`config.mk`:
```
export PLATFORM = sky130hd
export DESIGN_NAME = lsu_lane_unit
export DESIGN_NICKNAME = d
export VERILOG_FILES = /design/src/rtl/lsu_pkg.sv /design/src/rtl/lsu_align_check.sv /design/src/rtl/lsu_store_lanes.sv /design/src/rtl/lsu_load_extract.sv /design/src/rtl/lsu_lane_unit.sv
export SDC_FILE = /design/constraint.sdc
export NUM_CORES = 1
export LEC_CHECK = 0
export CORE_MARGIN = 2
export CORE_UTILIZATION = 32
export DETAILED_ROUTE_END_ITERATION = 16
export PLACE_DENSITY_LB_ADDON = 0.12
export SLEW_MARGIN = 5
export SYNTH_ARGS = -nofsm -noshare
export SYNTH_HDL_FRONTEND = slang
export SYNTH_HIERARCHICAL = 1
export SYNTH_SLANG_ARGS = --single-unit
```
`constraint.sdc`:
```
create_clock -name clk -period 5.2 [get_ports clk]
set_input_delay 1.04 -clock clk [delete_from_list [all_inputs] [get_ports clk]]
set_output_delay 1.04 -clock clk [all_outputs]
set_load 0.02 [all_outputs]
```
`src/rtl/lsu_pkg.sv`:
```
`timescale 1ns/1ps
package lsu_pkg;
   typedef enum logic [1:0] {
      SZ_BYTE = 2'b00,
      SZ_HALF = 2'b01,
      SZ_WORD = 2'b10,
      SZ_RSVD = 2'b11
   } acc_size_e;
endpackage

```
`src/rtl/lsu_align_check.sv`:
```
`timescale 1ns/1ps
module lsu_align_check
   import lsu_pkg::*;
#(
   parameter int OFF_W = 2
) (
   input  acc_size_e          size,
   input  logic [OFF_W-1:0]   off,
   output logic               misal
);
   always_comb begin
      unique case (size)
         SZ_BYTE: misal = 1'b0;
         SZ_HALF: misal = off[0];
         SZ_WORD: misal = |off;
         default: misal = 1'b1;
      endcase
   end
endmodule

```
`src/rtl/lsu_store_lanes.sv`:
```
`timescale 1ns/1ps
module lsu_store_lanes
   import lsu_pkg::*;
#(
   parameter int DATA_W = 32,
   parameter int LANES  = DATA_W / 8,
   parameter int OFF_W  = $clog2(LANES)
) (
   input  logic                enable,
   input  acc_size_e           size,
   input  logic [OFF_W-1:0]    off,
   input  logic [DATA_W-1:0]   wdata_in,
   output logic [LANES-1:0]    we,
   output logic [DATA_W-1:0]   wdata_out
);
   for (genvar k = 0; k < LANES; k++) begin : g_lane
      // byte offset held by lane k under big-endian ordering
      localparam logic [OFF_W-1:0] BPOS = OFF_W'(LANES - 1 - k);
      logic hit;
      always_comb begin
         unique case (size)
            SZ_BYTE: hit = (off == BPOS);
            SZ_HALF: hit = (off[OFF_W-1:1] == BPOS[OFF_W-1:1]);
            SZ_WORD: hit = 1'b1;
            default: hit = 1'b0;
         endcase
      end
      assign we[k] = enable & hit;

      always_comb begin
         unique case (size)
            SZ_BYTE: wdata_out[k*8 +: 8] = wdata_in[7:0];
            SZ_HALF: wdata_out[k*8 +: 8] = wdata_in[(k % 2)*8 +: 8];
            default: wdata_out[k*8 +: 8] = wdata_in[k*8 +: 8];
         endcase
      end
   end
endmodule

```
`src/rtl/lsu_load_extract.sv`:
```
`timescale 1ns/1ps
module lsu_load_extract
   import lsu_pkg::*;
#(
   parameter int DATA_W = 32,
   parameter int LANES  = DATA_W / 8,
   parameter int OFF_W  = $clog2(LANES)
) (
   input  acc_size_e           size,
   input  logic                uns,
   input  logic [OFF_W-1:0]    off,
   input  logic [DATA_W-1:0]   rdata,
   output logic [DATA_W-1:0]   result
);
   localparam int HALVES = LANES / 2;

   logic [7:0]  by_off [LANES];
   logic [15:0] hw_off [HALVES];

   for (genvar o = 0; o < LANES; o++) begin : g_byte
      assign by_off[o] = rdata[(LANES - 1 - o)*8 +: 8];
   end
   for (genvar h = 0; h < HALVES; h++) begin : g_half
      assign hw_off[h] = rdata[(HALVES - 1 - h)*16 +: 16];
   end

   logic [7:0]  sel_b;
   logic [15:0] sel_h;
   assign sel_b = by_off[off];
   assign sel_h = hw_off[off[OFF_W-1:1]];

   always_comb begin
      unique case (size)
         SZ_BYTE: result = {{(DATA_W-8){~uns & sel_b[7]}}, sel_b};
         SZ_HALF: result = {{(DATA_W-16){~uns & sel_h[15]}}, sel_h};
         default: result = rdata;
      endcase
   end
endmodule

```
`src/rtl/lsu_lane_unit.sv`:
```
`timescale 1ns/1ps
module lsu_lane_unit
   import lsu_pkg::*;
#(
   parameter int DATA_W = 32,
   parameter int ADDR_W = 32
) (
   input  logic                     clk,
   input  logic                     rst_n,
   input  logic                     req_valid,
   input  logic                     req_store,
   input  logic [1:0]               req_size,
   input  logic                     req_unsigned,
   input  logic [ADDR_W-1:0]        req_addr,
   input  logic [DATA_W-1:0]        req_wdata,
   output logic [ADDR_W-1:0]        mem_addr,
   output logic [DATA_W-1:0]        mem_wdata,
   output logic [DATA_W/8-1:0]      mem_we,
   output logic                     mem_re,
   input  logic [DATA_W-1:0]        mem_rdata,
   output logic                     addr_err,
   output logic                     ld_valid,
   output logic [DATA_W-1:0]        ld_data
);
   localparam int LANES = DATA_W / 8;
   localparam int OFF_W = $clog2(LANES);

   // elaboration-time parameter checks
   if (DATA_W % 8 != 0 || LANES < 4 || (1 << OFF_W) != LANES) begin : g_bad_width
      $error("lsu_lane_unit: DATA_W must be a power-of-two number of bytes, at least 4");
   end
   if (ADDR_W <= OFF_W) begin : g_bad_addr
      $error("lsu_lane_unit: ADDR_W too small for the lane offset");
   end

   acc_size_e           size;
   logic [OFF_W-1:0]    off;
   logic                misal;
   logic                st_go;

   assign size     = acc_size_e'(req_size);
   assign off      = req_addr[OFF_W-1:0];
   assign mem_addr = {req_addr[ADDR_W-1:OFF_W], {OFF_W{1'b0}}};
   assign addr_err = req_valid & misal;
   assign st_go    = req_valid & req_store & ~misal;
   assign mem_re   = req_valid & ~req_store & ~misal;

   lsu_align_check #(.OFF_W(OFF_W)) u_align (
      .size  (size),
      .off   (off),
      .misal (misal)
   );

   lsu_store_lanes #(.DATA_W(DATA_W), .LANES(LANES), .OFF_W(OFF_W)) u_store (
      .enable    (st_go),
      .size      (size),
      .off       (off),
      .wdata_in  (req_wdata),
      .we        (mem_we),
      .wdata_out (mem_wdata)
   );

   // load control carried across the memory read cycle
   logic                ld_valid_q;
   acc_size_e           ld_size_q;
   logic                ld_uns_q;
   logic [OFF_W-1:0]    ld_off_q;

   always_ff @(posedge clk) begin
      if (!rst_n) begin
         ld_valid_q <= 1'b0;
         ld_size_q  <= SZ_WORD;
         ld_uns_q   <= 1'b0;
         ld_off_q   <= '0;
      end else begin
         ld_valid_q <= mem_re;
         if (mem_re) begin
            ld_size_q <= size;
            ld_uns_q  <= req_unsigned;
            ld_off_q  <= off;
         end
      end
   end

   logic [DATA_W-1:0] ext_data;

   lsu_load_extract #(.DATA_W(DATA_W), .LANES(LANES), .OFF_W(OFF_W)) u_load (
      .size   (ld_size_q),
      .uns    (ld_uns_q),
      .off    (ld_off_q),
      .rdata  (mem_rdata),
      .result (ext_data)
   );

   assign ld_valid = ld_valid_q;
   assign ld_data  = ld_valid_q ? ext_data : '0;

   // ---------------- assertions ----------------
   a_r6_err_no_access: assert property (@(posedge clk) disable iff (!rst_n)
      addr_err |-> (mem_we == '0 && !mem_re));

   a_r6_err_no_result: assert property (@(posedge clk) disable iff (!rst_n)
      (req_valid && !req_store && addr_err) |=> !ld_valid);

   a_r11_load_latency: assert property (@(posedge clk) disable iff (!rst_n)
      (req_valid && !req_store && !addr_err) |=> ld_valid);

   a_r12_idle_quiet: assert property (@(posedge clk) disable iff (!rst_n)
      !req_valid |-> (!addr_err && !mem_re && mem_we == '0));

   a_r2_byte_one_lane: assert property (@(posedge clk) disable iff (!rst_n)
      (req_valid && req_store && size == SZ_BYTE) |-> $countones(mem_we) == 1);

   a_r3_half_two_lanes: assert property (@(posedge clk) disable iff (!rst_n)
      (req_valid && req_store && size == SZ_HALF && !addr_err) |-> $countones(mem_we) == 2);

   a_r5_byte_never_misaligned: assert property (@(posedge clk) disable iff (!rst_n)
      (req_valid && size == SZ_BYTE) |-> !addr_err);

   a_r8_zero_ext_byte: assert property (@(posedge clk) disable iff (!rst_n)
      (ld_valid && ld_uns_q && ld_size_q == SZ_BYTE) |-> ld_data[DATA_W-1:8] == '0);
endmodule

```
=== Yosys cells after proc, flatten, opt, wreduce, memory -nomap -nowiden ===
Cells that the tools add are included.

* Register bits: 6
* Word-level logic and storage cells: 50
* Output and inout port bits: 103

* $lt $le $gt $ge: 2
* Muxes and demuxes: 16
* Bitwise operators: 17
* Eq/ne operators: 6
* Reductions and logical operators: 5

{| class="wikitable"
|+ Operator list
! cell !! count
|-
| $pmux 32 s2 || 1
|-
| $mux 16 || 3
|-
| $mux 32 || 1
|-
| $mux 8 || 4
|-
| $bmux 8 s2 || 1
|-
| $pmux 8 s2 || 1
|-
| $pmux 1 s3 || 5
|-
| $and 1x1->1 || 11
|-
| $eq 2x1->1 const B || 3
|-
| $eq 2x2->1 const B || 3
|-
| $logic_not 2->1 || 3
|-
| $not 1->1 || 4
|-
| $reduce_or 2->1 || 2
|-
| $ge 3x3->1 const B || 1
|-
| $not 2->3 || 1
|-
| $ge 2x2->1 const B || 1
|-
| $not 1->2 || 1
|}

=== Longest topological paths before layout ===
Gate-level depths: netlist of the first run.

* Depth after elaboration: 7
* Depth in mapped cells: 6
* Depth with buffers taken out: 5

=== Cells and area by module ===
The synthesis of the first run kept the hierarchy.

{| class="wikitable"
|+ Modules (own cells, without submodules)
! module !! instances !! area each (um^2) !! cells each !! seq. area each (um^2)
|-
| lsu_load_extract || 1 || 818.3 || 105 || 0.0
|-
| lsu_lane_unit || 1 || 715.7 || 94 || 120.1
|-
| lsu_store_lanes || 1 || 484.2 || 66 || 0.0
|-
| lsu_align_check || 1 || 13.8 || 3 || 0.0
|}

=== Least setup slack after synthesis of the first run ===
OpenSTA, ideal clock, no wires.

* Kind: input to output
* From: input port mem_rdata[23]
* To: output port ld_data[13]
* Path slack: 2134 ps
* Arrival: 2026 ps
* Stages on the path: 5
* Required time: 4160 ps
* Cell sequence: mux2_4 -> a22oi_4 -> buf_6 -> o221ai_2 -> and2_1

* Longest elaborated chain between the ends: 6

{| class="wikitable"
|+ Ends and longest elaborated chain
! element !! RTL line !! text
|-
| start, declared || lsu_lane_unit.sv:20 || <nowiki>input logic [DATA_W-1:0] mem_rdata,</nowiki>
|-
| $bmux 8 s2 || lsu_load_extract.sv:29 || <nowiki>assign sel_b = by_off[off];</nowiki>
|-
| $mux 8 (not written as such) (2 in a row) || lsu_load_extract.sv:29 ||
|-
| $and 1x1->1 || lsu_load_extract.sv:34 || <nowiki>SZ_BYTE: result = {{(DATA_W-8){~uns & sel_b[7]}}, sel_b};</nowiki>
|-
| $pmux 32 s2 || lsu_load_extract.sv:33 || <nowiki>unique case (size)</nowiki>
|-
| net ext_data[13] || lsu_lane_unit.sv:85 || <nowiki>logic [DATA_W-1:0] ext_data;</nowiki>
|-
| $mux 32 || lsu_lane_unit.sv:96 || <nowiki>assign ld_data = ld_valid_q ? ext_data : '0;</nowiki>
|-
| end, declared || lsu_lane_unit.sv:23 || <nowiki>output logic [DATA_W-1:0] ld_data</nowiki>
|}

The timed path passes the listed nets, and every way through them passes these cells. The select of a mux whose other input is x is not followed.

=== Worst setup path after layout of the first run ===
* From: input port mem_rdata[23]
* To: output port ld_data[8]

The elaborated chain is that of the path after synthesis.

==> flow_summary.ini, run 1 <==
[outcome]
outcome = finished clean

[detailed_routing]
ant_nets = 0
vias = 2208
via_per_inst = 5.05
drc = 0
wl_per_cell_um = 16.5
totalWireLength_um = 7210
drt_iter0_markers = 97
dr.pass1.iters = 4

[global_routing]
grt_usage_pct = 19.7
grt_pass1_wl_um = 11400
gr-total-overflow = 0
grt_max_degree = 34
antenna_found_initial = 0
grt_pass1_vias = 2177

[cells_and_area]
fillCellCount = 646
final_layout_size_suffix_gt1_share_pct = 13.3
fin_util_pct = 51.6
n_antenna_cell = 0
fin_nets = 465
syn_to_final_growth_pct = 58.4

[clock_tree]
numCtsBuffers = 3
cts_hold_buf = 0
htreeDepth = 1
clkSinkCount = 6
cts.repair.resized = 0
cts_max_path_buffers = 2
post_cts_buffers = 0
clk_pin_slew_worst_paths_ns = 0.03
cts-root-buf = clkbuf_8
worstSkewPairLatency_ns = 0.22
cts_tree = done

[yosys]
synth_top_area_cell = buf_4
synth_top_area_share_pct = 16.3
synthTopCellsByArea = buf_4 16%, and2_1 9.9%, a21oi_1 9.1%
synth_cell_type_count = 36
synthArstFlopShare_pct = 0
netlist_instances = 268
synth_seq_cells = 6
syn_area_per_cell_sq_um = 7.58
yosysSeqAreaShare_pct = 5.91
syn-cell-area_sq_um = 2030
synth-edff-count = 0
ys_warn_count = 6
synth_top_flop_cell = dfxtp_1

[hold_path]
hold_start = ld_uns_q$_SDFFE_PN0P_
min_path_type = register to register

[die]
die_y_um = 83.7
initial_core_util_pct = 32.6
die_w_um = 83.7
core_sq_um = 6240
placementRows = 29
dieArea_sq_um = 7000
io_pins = 206

[pwr]
p_leak_nw = 1.21
irDropWorstVdd_mv = 0.116
power.density_nw_per_um2 = 119

[timing]
fmax_mhz = 230
finalSetupTns_ns = 0
fin_skew_ns = 0
maxSlewViolCount = 0
rsz0062_at_grt = false
hold_viol = 0
period_needed_ns = 4.35
slew_headroom_pct = 46.9
worstMarginPinSlew_ns = 0.796
period_share_pct = 83.6
setup_viol = 0

[placement]
routabilityCongestion = 0.821
place_hpwl_um = 5610
port_buffers = 143

[setup_path]
crit_required_ns = 4.16
critPathLaunchType = input pin
worstSetupStartpoint = mem_rdata[23]
critical_path_class = input pin to primary output
end_kind = primary output
rr_startpoint = ld_size_q[1]$_SDFFE_PN1P_
worstPathArrival_ns = 3.31
crit_fanout = 25

[run]
cap_violations = 0
[layout make-up]
class | count | area (sq um) | area share (%)
clock buffers | 3 | 41.3 | 1.28
inverters | 4 | 15.0 | 0.467
flip-flops and latches | 6 | 120 | 3.73
well taps | 77 | 96.3 | 2.99
multi-input cells | 199 | 1480 | 45.9
repair buffers | 148 | 1470 | 45.6
[final timing paths]
| kind | end | slack (ns) | cells past startpoint |
|---|---|---|---|
| worst min register to register | ld_uns_q$_SDFFE_PN0P_ | 0.49 | 2 |
| worst max register to register | ld_size_q[1]$_SDFFE_PN1P_ | 3.70 | 3 |
| worst max-delay path | ld_data[8] | 0.85 | 6 |
| worst min-delay path | ld_uns_q$_SDFFE_PN0P_ | 0.49 | 2 |
[flip-flops by register name, summed over array words and instances (netlist names)]
signal / cells
ld_valid: 1
ld_off_q: 2
ld_uns_q: 1
ld_size_q: 2
[worst max-delay path, stage by stage]
cell and delay [ns]:
clkdlybuf4s50_1 0.45, mux2_4 0.30, a22oi_4 0.61, o221ai_1 0.19, and2_1 0.18, clkdlybuf4s50_1 0.53
[cell families (layout without fill, tap and decap cells)]
kind of cell / after synthesis / count (layout) / share of synthesized area [%]
other cells: 1 / 2 / 0.185
flops: 6 / 6 / 5.91
simple gates: 76 / 76 / 21.6
mux: 37 / 37 / 21.4
compound gates: 84 / 84 / 29.3
buf+inv: 64 / 155 / 21.6
[Yosys cell counts, drive strengths merged, types with 2 or more instances]
cell / instances
a21oi: 39
a22oi: 10
and2: 34
buf: 51
clkbuf: 9
dfxtp: 6
inv: 3
mux2: 25
mux2i: 12
nand2: 27
nor2: 6
nor3: 2
nor3b: 2
o211ai: 2
o21ai: 10
o221ai: 8
o22a: 14
or2: 2
[per-layer routing]
| metal | GRT usage (%) | up-vias | part of all wire [%] |
|---|---|---|---|
| met5 | 0 | - | 0 |
| met2 | 34.4 | 95 | 49 |
| met3 | 6.23 | 9 | 9.7 |
| li1 | - | 1101 | - |
| met1 | 24.3 | 1003 | 41 |
| met4 | 2.79 | 0 | 0.58 |
[placed cells by master (no fill, tap or decap), types with 2 or more instances in the layout]
cell type        Yosys  layout
dfxtp_1              6       6
o21ai_0              3       3
o221ai_1             5       5
nand2_1             27      27
mux2i_1             12      12
buf_4               44       5
o21ai_1              7       7
a21oi_4              2       2
and2_2               2       2
a21oi_1             37      37
nor2_4               2       2
or2_1                2       2
nor2_1               3       3
nor3_1               2       2
clkdlybuf4s50_1      0     143
inv_1                3       3
and2_1              32      32
o22a_1              14      14
mux2_4               9       9
mux2_2              16      16
conb_1               1       2
o221ai_2             3       3
clkbuf_8             0       3
a22oi_1              9       9
[power breakdown]
part           switching, W  internal, W  total [W]
logic              0.000116     0.000142   0.000259
clock network     0.0000192    0.0000496  0.0000689
registers        0.00000616    0.0000481  0.0000543
[per-stage QoR]
stage	power (W)	std cells	setup slack [ns]	hold WS [ns]	cell area (sq um)
2_1_floorplan	0.000225	269	2.13	0.454	2040
3_3_place_gp	0.000313	434	0.851	0.470	3180
3_5_place_dp	0.000313	434	0.871	0.486	3180
4_1_cts	0.000385	437	0.867	0.493	3220
5_1_grt	0.000410	437	0.713	0.544	3220
6_report	0.000382	437	0.853	0.487	3220
Power figures use the tool's default switching activity.
==> run 2: changes to the inputs <==
Settings changed: CORE_UTILIZATION 32 to 30.
Clock period 5.2 ns to 4.36 ns, I/O delays scaled along.
==> flow_summary.ini, run 2 (synthesis gave the netlist of run 1 again) <==
[detailed_routing]
wl_per_cell_um = 16.7
drt_iter0_markers = 100
drc = 0
totalWireLength_um = 7370
dr.pass1.iters = 4
vias = 2207
via_per_inst = 5.00
ant_nets = 0

[die]
die_y_um = 86.3
die_w_um = 86.3
io_pins = 206
dieArea_sq_um = 7450
initial_core_util_pct = 31.5
core_sq_um = 6460
placementRows = 29

[run]
cap_violations = 0

[clock_tree]
cts_max_path_buffers = 2
worstSkewPairLatency_ns = 0.22
cts_hold_buf = 0
htreeDepth = 1
cts-root-buf = clkbuf_8
clk_pin_slew_worst_paths_ns = 0.04
cts.repair.resized = 0
cts_tree = done
numCtsBuffers = 3
post_cts_buffers = 0
clkSinkCount = 6

[cells_and_area]
largest_registers = ld_off_q x2, ld_size_q x2
final_layout_size_suffix_gt1_share_pct = 14.3
layout_commonest_cell = clkdlybuf4s50_1
mostFrequentLayoutCells = 143 x clkdlybuf4s50_1, 37 x a21oi_1, 32 x and2_1
seqCellArea_sq_um = 120
n_antenna_cell = 0
multi_input_area_sq_um = 1480
fin_nets = 469
fin_util_pct = 50.3
fillCellCount = 651
syn_to_final_growth_pct = 59.9

[timing]
worstMarginPinSlew_ns = 0.837
period_share_pct = 88.8
slew_headroom_pct = 44.1
period_needed_ns = 3.87
setup_viol = 0
fin_skew_ns = 0
fmax_mhz = 258
hold_viol = 0
finalSetupTns_ns = 0
maxSlewViolCount = 0
rsz0062_at_grt = false

[hold_path]
min_path_type = register to register
hold_depth = 2

[setup_path]
worstPathArrival_ns = 3.00
end_kind = primary output
r2r_setup_slack_ns = 3.26
critPathLaunchType = input pin
rr_startpoint = ld_size_q[1]$_SDFFE_PN1P_
crit_required_ns = 3.49
worstReg2RegEnd = ld_size_q[1]$_SDFFE_PN1P_
crit_end = ld_data[8]
critical_path_class = input pin to primary output
crit_fanout = 25
worstSetupStartpoint = mem_rdata[31]
r2r_cells = 2

[global_routing]
use_met3_pct = 5.62
grt.met1_usage_pct = 22.8
top_usage_layer = met2
grt_max_degree = 34
grt.met2_usage_pct = 34.0
antenna_found_initial = 0
grt_usage_pct = 19.0
grt_pass1_vias = 2175
grt_pass1_wl_um = 11300
gr-total-overflow = 0

[placement]
place_hpwl_um = 5840
routabilityCongestion = 0.811
port_buffers = 143

[outcome]
outcome = finished clean

[pwr]
p_leak_nw = 1.23
irDropWorstVdd_mv = 0.0645
power.density_nw_per_um2 = 141
## run 2: changes by cell type in the layout (fill, tap and decap cells not counted), sizes merged
cell | before | now
buf | 5 | 9
## run 2: worst min-delay path by stage
stage / start / end / slack [ns]
CTS: ld_off_q[1]$_SDFFE_PN0P_ / ld_off_q[1]$_SDFFE_PN0P_ / 0.49
finish: ld_uns_q$_SDFFE_PN0P_ / ld_uns_q$_SDFFE_PN0P_ / 0.49
floorplan: ld_uns_q$_SDFFE_PN0P_ / ld_uns_q$_SDFFE_PN0P_ / 0.45
global placement: ld_off_q[1]$_SDFFE_PN0P_ / ld_off_q[1]$_SDFFE_PN0P_ / 0.47
global route: ld_uns_q$_SDFFE_PN0P_ / ld_uns_q$_SDFFE_PN0P_ / 0.51
detailed placement: ld_off_q[1]$_SDFFE_PN0P_ / ld_off_q[1]$_SDFFE_PN0P_ / 0.48
## run 2: routing by layer
metal / share of wire (%) / up-vias
met5: 0 / -
li1: - / 1109
met1: 42 / 988
met2: 48 / 106
met4: 0.35 / 0
met3: 8.8 / 4
## run 2: area by class of cell
class,instances,area share [%]
Clock buffer,3,1.27
Inverter,4,0.462
Multi-Input combinational cell,199,45.5
Sequential cell,6,3.70
Tap cell,77,2.97
Timing Repair Buffer,152,46.1
## run 2: metrics by stage
step / power, W / instance area, sq um / worst slack (ns) / std cells / hold WS [ns]
5_1_grt: 0.000486 / 3250 / 0.359 / 441 / 0.512
3_3_place_gp: 0.000377 / 3210 / 0.503 / 438 / 0.472
4_1_cts: 0.000461 / 3250 / 0.482 / 441 / 0.488
6_report: 0.000457 / 3250 / 0.490 / 441 / 0.489
2_1_floorplan: 0.000269 / 2040 / 1.63 / 269 / 0.454
3_5_place_dp: 0.000376 / 3210 / 0.487 / 438 / 0.481
## run 2: worst max-delay path: stages
cell and delay (ns):
clkdlybuf4s50_1 0.49, mux2_4 0.34, a22oi_4 0.12, buf_4 0.31
o221ai_1 0.15, and2_1 0.17, clkdlybuf4s50_1 0.54
## run 2: report_power, final
| part | switching (W) | total [W] | internal [W] |
|---|---|---|---|
| Sequential | 0.00000642 | 0.0000638 | 0.0000574 |
| Clock | 0.0000220 | 0.0000811 | 0.0000591 |
| Combinational | 0.000140 | 0.000312 | 0.000172 |
